--- src/rtl/modem_scan_pkg.sv ---
// Package: shared types and control-register bit positions for the modem
// status scanner. Assumes a 16-bit register word.
package modem_scan_pkg;
    // Four status signals of one line, ordered {ring, carrier, cts, srx}
    typedef logic [3:0] msig_t;

    localparam int CB_SCAN_EN  = 5;
    localparam int CB_INT_EN   = 6;
    localparam int CB_STEP     = 8;
    localparam int CB_MAINT    = 9;
    localparam int CB_CLR_MUX  = 10;
    localparam int CB_CLR_SCAN = 11;
endpackage

--- src/rtl/mscan_engine.sv ---
// Module: mscan_engine
// Holds a stored copy of every line's status inputs and a scan pointer.
// When step_en is high, it compares the line at the pointer and advances
// the pointer, wrapping at the last line. A mismatch raises hit and
// refreshes that line's copy. Assumes clr_scan and step_en never overlap.
module mscan_engine
    import modem_scan_pkg::*;
#(
    parameter int NUM_LINES = 16,
    parameter int SEL_W     = 4
) (
    input  logic                 clk,
    input  logic                 rst_n,
    input  logic                 step_en,
    input  logic                 clr_scan,
    input  logic [NUM_LINES-1:0] ring_i,
    input  logic [NUM_LINES-1:0] car_i,
    input  logic [NUM_LINES-1:0] cts_i,
    input  logic [NUM_LINES-1:0] srx_i,
    output logic                 hit,
    output logic [SEL_W-1:0]     ptr,
    output msig_t                diff
);
    localparam logic [SEL_W-1:0] LAST = SEL_W'(NUM_LINES - 1);

    msig_t cur    [NUM_LINES];
    msig_t stored [NUM_LINES];

    for (genvar g = 0; g < NUM_LINES; g++) begin : g_line
        // Gather the live inputs of one line
        assign cur[g] = {ring_i[g], car_i[g], cts_i[g], srx_i[g]};

        // Stored copy: reload on clear, refresh on a detected change
        always_ff @(posedge clk) begin
            if (!rst_n)
                stored[g] <= '0;
            else if (clr_scan)
                stored[g] <= cur[g];
            else if (hit && ptr == SEL_W'(g))
                stored[g] <= cur[g];
        end
    end

    // Difference of the line under the pointer
    assign diff = cur[ptr] ^ stored[ptr];
    assign hit  = step_en && (diff != '0);

    // Scan pointer: advance one line per step, wrap to line 0
    always_ff @(posedge clk) begin
        if (!rst_n)
            ptr <= '0;
        else if (clr_scan)
            ptr <= '0;
        else if (step_en)
            ptr <= (ptr == LAST) ? '0 : ptr + 1'b1;
    end
endmodule

--- src/rtl/mscan_lines.sv ---
// Module: mscan_lines
// Holds the four control outputs of every line. One line is written
// through the shared select. clr_all zeroes every line. Assumes wr_en and
// clr_all are never both high.
module mscan_lines
    import modem_scan_pkg::*;
#(
    parameter int NUM_LINES = 16,
    parameter int SEL_W     = 4
) (
    input  logic                 clk,
    input  logic                 rst_n,
    input  logic                 wr_en,
    input  logic                 clr_all,
    input  logic [SEL_W-1:0]     sel,
    input  logic [3:0]           wdata,
    output logic [3:0]           sel_ctl,
    output logic [NUM_LINES-1:0] line_en_o,
    output logic [NUM_LINES-1:0] dtr_o,
    output logic [NUM_LINES-1:0] rts_o,
    output logic [NUM_LINES-1:0] stx_o
);
    // ctl bits: {secondary tx, rts, dtr, line enable}
    logic [3:0] ctl [NUM_LINES];

    for (genvar g = 0; g < NUM_LINES; g++) begin : g_line
        // Per-line control register
        always_ff @(posedge clk) begin
            if (!rst_n || clr_all)
                ctl[g] <= '0;
            else if (wr_en && sel == SEL_W'(g))
                ctl[g] <= wdata;
        end
        assign line_en_o[g] = ctl[g][0];
        assign dtr_o[g]     = ctl[g][1];
        assign rts_o[g]     = ctl[g][2];
        assign stx_o[g]     = ctl[g][3];
    end

    // Readback of the selected line
    assign sel_ctl = ctl[sel];
endmodule

--- src/rtl/modem_scanner.sv ---
// Module: modem_scanner (top)
// Control register and scan sequencing for the modem status scanner.
// Address 0 is control/status; address 1 is the selected line's status and
// control outputs. Assumes NUM_LINES <= 16 so the line number fits bits 3:0.
module modem_scanner
    import modem_scan_pkg::*;
#(
    parameter int NUM_LINES = 16
) (
    input  logic                 clk,
    input  logic                 rst_n,
    input  logic                 reg_wr,
    input  logic                 reg_addr,
    input  logic [15:0]          reg_wdata,
    output logic [15:0]          reg_rdata,
    output logic                 irq,
    input  logic [NUM_LINES-1:0] ring_i,
    input  logic [NUM_LINES-1:0] car_i,
    input  logic [NUM_LINES-1:0] cts_i,
    input  logic [NUM_LINES-1:0] srx_i,
    output logic [NUM_LINES-1:0] line_en_o,
    output logic [NUM_LINES-1:0] dtr_o,
    output logic [NUM_LINES-1:0] rts_o,
    output logic [NUM_LINES-1:0] stx_o
);
    localparam int SEL_W = (NUM_LINES > 1) ? $clog2(NUM_LINES) : 1;

    logic             se_q, ie_q, mt_q, done_q, step_q;
    msig_t            flags_q;
    logic [SEL_W-1:0] sel_q;
    logic             wr_ctrl, wr_line, step_en, hit;
    logic [SEL_W-1:0] ptr;
    msig_t            diff;
    logic [3:0]       sel_ctl;

    assign wr_ctrl = reg_wr && !reg_addr;
    assign wr_line = reg_wr && reg_addr && !se_q;
    assign step_en = (se_q || step_q) && !wr_ctrl;

    mscan_engine #(.NUM_LINES(NUM_LINES), .SEL_W(SEL_W)) u_engine (
        .clk      (clk),
        .rst_n    (rst_n),
        .step_en  (step_en),
        .clr_scan (wr_ctrl && reg_wdata[CB_CLR_SCAN]),
        .ring_i   (ring_i),
        .car_i    (car_i),
        .cts_i    (cts_i),
        .srx_i    (srx_i),
        .hit      (hit),
        .ptr      (ptr),
        .diff     (diff)
    );

    mscan_lines #(.NUM_LINES(NUM_LINES), .SEL_W(SEL_W)) u_lines (
        .clk       (clk),
        .rst_n     (rst_n),
        .wr_en     (wr_line),
        .clr_all   (wr_ctrl && reg_wdata[CB_CLR_MUX]),
        .sel       (sel_q),
        .wdata     (reg_wdata[3:0]),
        .sel_ctl   (sel_ctl),
        .line_en_o (line_en_o),
        .dtr_o     (dtr_o),
        .rts_o     (rts_o),
        .stx_o     (stx_o)
    );

    // Control register: software writes take priority over detections
    always_ff @(posedge clk) begin
        if (!rst_n) begin
            se_q    <= 1'b0;
            ie_q    <= 1'b0;
            mt_q    <= 1'b0;
            done_q  <= 1'b0;
            flags_q <= '0;
            sel_q   <= '0;
        end else if (wr_ctrl) begin
            se_q    <= reg_wdata[CB_SCAN_EN];
            ie_q    <= reg_wdata[CB_INT_EN];
            mt_q    <= reg_wdata[CB_MAINT];
            done_q  <= 1'b0;
            flags_q <= '0;
            sel_q   <= reg_wdata[SEL_W-1:0];
        end else if (hit) begin
            se_q    <= 1'b0;
            done_q  <= 1'b1;
            flags_q <= diff;
            sel_q   <= ptr;
        end
    end

    // Single-step request from maintenance mode, served the next cycle
    always_ff @(posedge clk) begin
        if (!rst_n)
            step_q <= 1'b0;
        else
            step_q <= wr_ctrl && reg_wdata[CB_MAINT] && reg_wdata[CB_STEP]
                      && !reg_wdata[CB_SCAN_EN];
    end

    // Read multiplexer for the two register addresses
    always_comb begin
        if (!reg_addr)
            reg_rdata = {flags_q, 2'b00, mt_q, 1'b0, done_q, ie_q, se_q, se_q,
                         4'(sel_q)};
        else
            reg_rdata = {8'h00, ring_i[sel_q], car_i[sel_q], cts_i[sel_q],
                         srx_i[sel_q], sel_ctl};
    end

    assign irq = done_q && ie_q;
endmodule

--- config.mk ---
export PLATFORM = sky130hd
export DESIGN_NAME = modem_scanner
export DESIGN_NICKNAME = d
export VERILOG_FILES = /design/src/rtl/modem_scan_pkg.sv /design/src/rtl/mscan_engine.sv /design/src/rtl/mscan_lines.sv /design/src/rtl/modem_scanner.sv
export SDC_FILE = /design/constraint.sdc
export NUM_CORES = 1
export LEC_CHECK = 0
export ABC_AREA = 1
export BUFFER_PORTS_ARGS = -buffer_cell sky130_fd_sc_hd__buf_2
export CAP_MARGIN = 20
export CORE_MARGIN = 2
export CORE_UTILIZATION = 45
export DETAILED_ROUTE_END_ITERATION = 10
export PLACE_DENSITY_LB_ADDON = 0.3
export RECOVER_POWER = 50
export SLEW_MARGIN = 30
export SYNTH_ARGS = -nofsm -noshare
export SYNTH_HDL_FRONTEND = slang
export SYNTH_SLANG_ARGS = --single-unit
export TNS_END_PERCENT = 30
--- constraint.sdc ---
create_clock -name clk -period 5.2 [get_ports clk]
set_input_delay 1.04 -clock clk [delete_from_list [all_inputs] [get_ports clk]]
set_output_delay 1.04 -clock clk [all_outputs]
set_load 0.1 [all_outputs]
==> results.yml <==
detailed_routing:
  drt_pre_antenna_iters: 5
  viasPerCell: 5.565
  detail_route.drc_violations: 0
  wire_per_inst_um: 18.46
  routed_wirelength_um: 30310
  final_antenna_net_count: 0
  detailroute.via_count: 9137
  starting_drc_count_in_detailed_routing: 1079
min_path:
  hold_path.class: "reg2reg"
  holdPathStages: 2
  hold_path_end: "flags_q[1]"
  hold_start: "flags_q[1]"
synthesis:
  synth_async_sr_flop_share: 0
  synth_area_leaders: "edfxtp_1 (41%), nand2_1 (16%), nand3_1 (7.9%), nor2_1 (6.0%), inv_1 (5.6%)"
  yosysTopAreaCell: "edfxtp_1"
  synth_edf_count: 128
  synth_seq_area_share: 0.4687
  synthDominantCellAreaShare: 0.4147
  synth_seq_cells: 153
  synth_top_flop_cell: "edfxtp_1"
  synthesis_warning_total: 0
  post_synth.cell_area_avg_um2: 7.450
  synth.cell_area_um2: 9268
  synth_cell_type_count: 38
  syn-instance-count: 1244
grt:
  grt_pass1_wl_um: 46650
  grtUsageTotal: 0.2795
  globalRouteOverflowTotal: 0
  antenna_found_initial: 0
  grt_pass1_vias: 8470
  largest_net_degree_at_the_start_of_global_routing: 49
setup_path:
  path_class: "reg2out"
  rr_endpoint: "u_engine.stored[13][2]"
  rrSetupSlack_ns: 1.76
  cp_max_fo: 11
  critical_path.endpoint_type: "output pin"
  critPathArrivalTime_ns: 3.18
  cp-start-kind: "flop"
  crit-reg2reg-launch: "u_engine.ptr[1]"
  cp.required_ns: 4.16
  worst_setup_path_startpoint: "sel_q[0]"
  worst-r2r-cell-count: 14
cts:
  post_cts_resize_count: 0
  cts_inserted_buffers: 17
  cts_setup_buffers: 0
  cts.sink_count: 153
  number_of_h_tree_branching_levels: 4
  cts_root_buffer: "clkbuf_16"
  worst_setup_hold_path_clk_slew_ns: 0.07
  cts.hold.buffers_added: 0
  clk-insertion-delay-late_ns: 0.44
  clk_path_buf_depth: 2
  cts_tree: "built"
timing:
  fin_crit_ns: 4.223
  worst-slew-pin-transition_ns: 1.244
  unrepaired_setup_endpoints_after_global_routing: "false"
  final_min_period_over_clock_period: 0.8121
  clock.fmax_ghz: 0.2368
  max-slew-margin-rel: 0.1742
  hold_viol: 0
  timing.final.max_slew_violations: 0
  fin_tns_setup_ns: 0
  final.setup_skew_ns: 0.01203
  fin_worst_hold_slack_ns: 0.4737
  finalSetupViolations: 0
floorplanning:
  initial_utilization: 0.4580
  dieArea_um2: 21760
  die_x_um: 147.5
  io_pins: 165
  die_h_um: 147.5
  count_of_standard_cell_rows: 52
  core_area_um2: 20230
layout:
  layout.filler_cells: 1953
  final_common_cell: "nand2_1"
  final_cell_mix: "nand2_1 (400), nor2_1 (149), nand3_1 (146), inv_1 (140), edfxtp_1 (128)"
  layout-drive-gt1-share: 0.1079
  antenna_cells: 0
  regArea_um2: 4344
  areaGrowthSynthToFinish_pct: 13.81
  multiInputGateArea_um2: 3949
  layout.nets: 1447
job:
  max_cap_violations: 0
placed_design:
  post-dp-hpwl_um: 22240
  place_congestion: 1.003
  numPortBuffers: 155
power_and_ir_drop:
  irDropWorstVdd_v: 0.0002283
  power.density_nw_per_um2: 315.0
  p_total_mw: 3.323
  power.static_leakage_nw: 4.827
status:
  status: "finished, final reports clean"
-- critical path, cell delays in order (launching register included) --
cell and delay (ns):
dfxtp_1 0.41, inv_1 0.10, nor2_1 0.48, inv_1 0.40
o22ai_1 0.20, o21ai_0 0.14, nand2_1 0.13, o21ai_0 0.15
o21ai_0 0.24, buf_2 0.50
-- metrics by stage --
stage	cell area, um2	std cells	worst slack [ns]	utilization
after floorplan	9275	1246	0.6488	-
after global placement	10030	1610	1.521	0.4958
after detailed placement	10030	1610	1.443	0.4958
after CTS	10630	1642	1.067	0.5255
after global routing	10550	1642	0.8359	0.5213
final	10550	1642	0.9771	0.5213
-- cells by family (layout without fill, tap and decap cells) --
logic type	after synthesis	after routing	synth area share
other cells	1	3	0.0004046
compound gates	153	153	0.09707
flops	153	153	0.4687
simple gates	717	717	0.3217
buf+inv	216	342	0.1067
fa+ha+maj	4	4	0.005401
-- flip-flops by register name, summed over array words and instances, names as in the netlist, named ones only --
register,count
done_q,1
step_q,1
mt_q,1
u_engine.ptr,4
flags_q,4
u_engine.stored,64
ie_q,1
se_q,1
u_lines.ctl,64
sel_q,4
-- layout make-up --
type / instances / area share
Sequential cell: 153 / 0.4119
Clock inverter: 15 / 0.01661
Multi-Input combinational cell: 877 / 0.3744
Clock buffer: 17 / 0.04033
Inverter: 146 / 0.05267
Timing Repair Buffer: 164 / 0.07212
Tap cell: 270 / 0.03203
-- layer usage --
metal	track usage	share of wire
met5	0	0
met4	0.1149	0.037
met3	0.04660	0.10
met2	0.4288	0.45
met1	0.3944	0.41
-- Yosys cell counts (2+ instances only) --
cell,count
ha_1,4
buf_6,15
nor2_2,2
inv_2,4
nand4_1,6
dfxtp_1,25
nand3_1,146
a22oi_1,7
o21ai_1,7
o221ai_1,16
a21oi_1,27
nor3_1,3
clkinv_1,2
o22ai_1,25
nor2_4,4
buf_4,10
a22o_1,2
nand2_1,400
a31oi_1,4
nor2_1,148
a41oi_1,2
nand2_2,3
edfxtp_1,128
inv_1,138
o21ai_0,61
buf_2,7
clkbuf_1,37
-- how the worst max path moves through the flow --
stage / cells after the start / slack, ns / end
3_3_place_gp: 7 / 1.52 / u_engine.stored[0][0]
5_1_grt: 9 / 0.84 / reg_rdata[3]
6_report: 9 / 0.98 / reg_rdata[5]
2_1_floorplan: 3 / 0.65 / reg_rdata[4]
3_5_place_dp: 7 / 1.44 / u_engine.stored[10][0]
4_1_cts: 9 / 1.07 / reg_rdata[3]
-- report_power, final --
group	total (mW)	switching, mW	internal, mW	leakage [nW]
registers	1.43	0.0410	1.39	1.52
logic	0.641	0.518	0.123	3.02
clock network	1.25	0.598	0.649	0.290
total	3.32	1.16	2.17	4.83
Power figures use the tool's default switching activity.
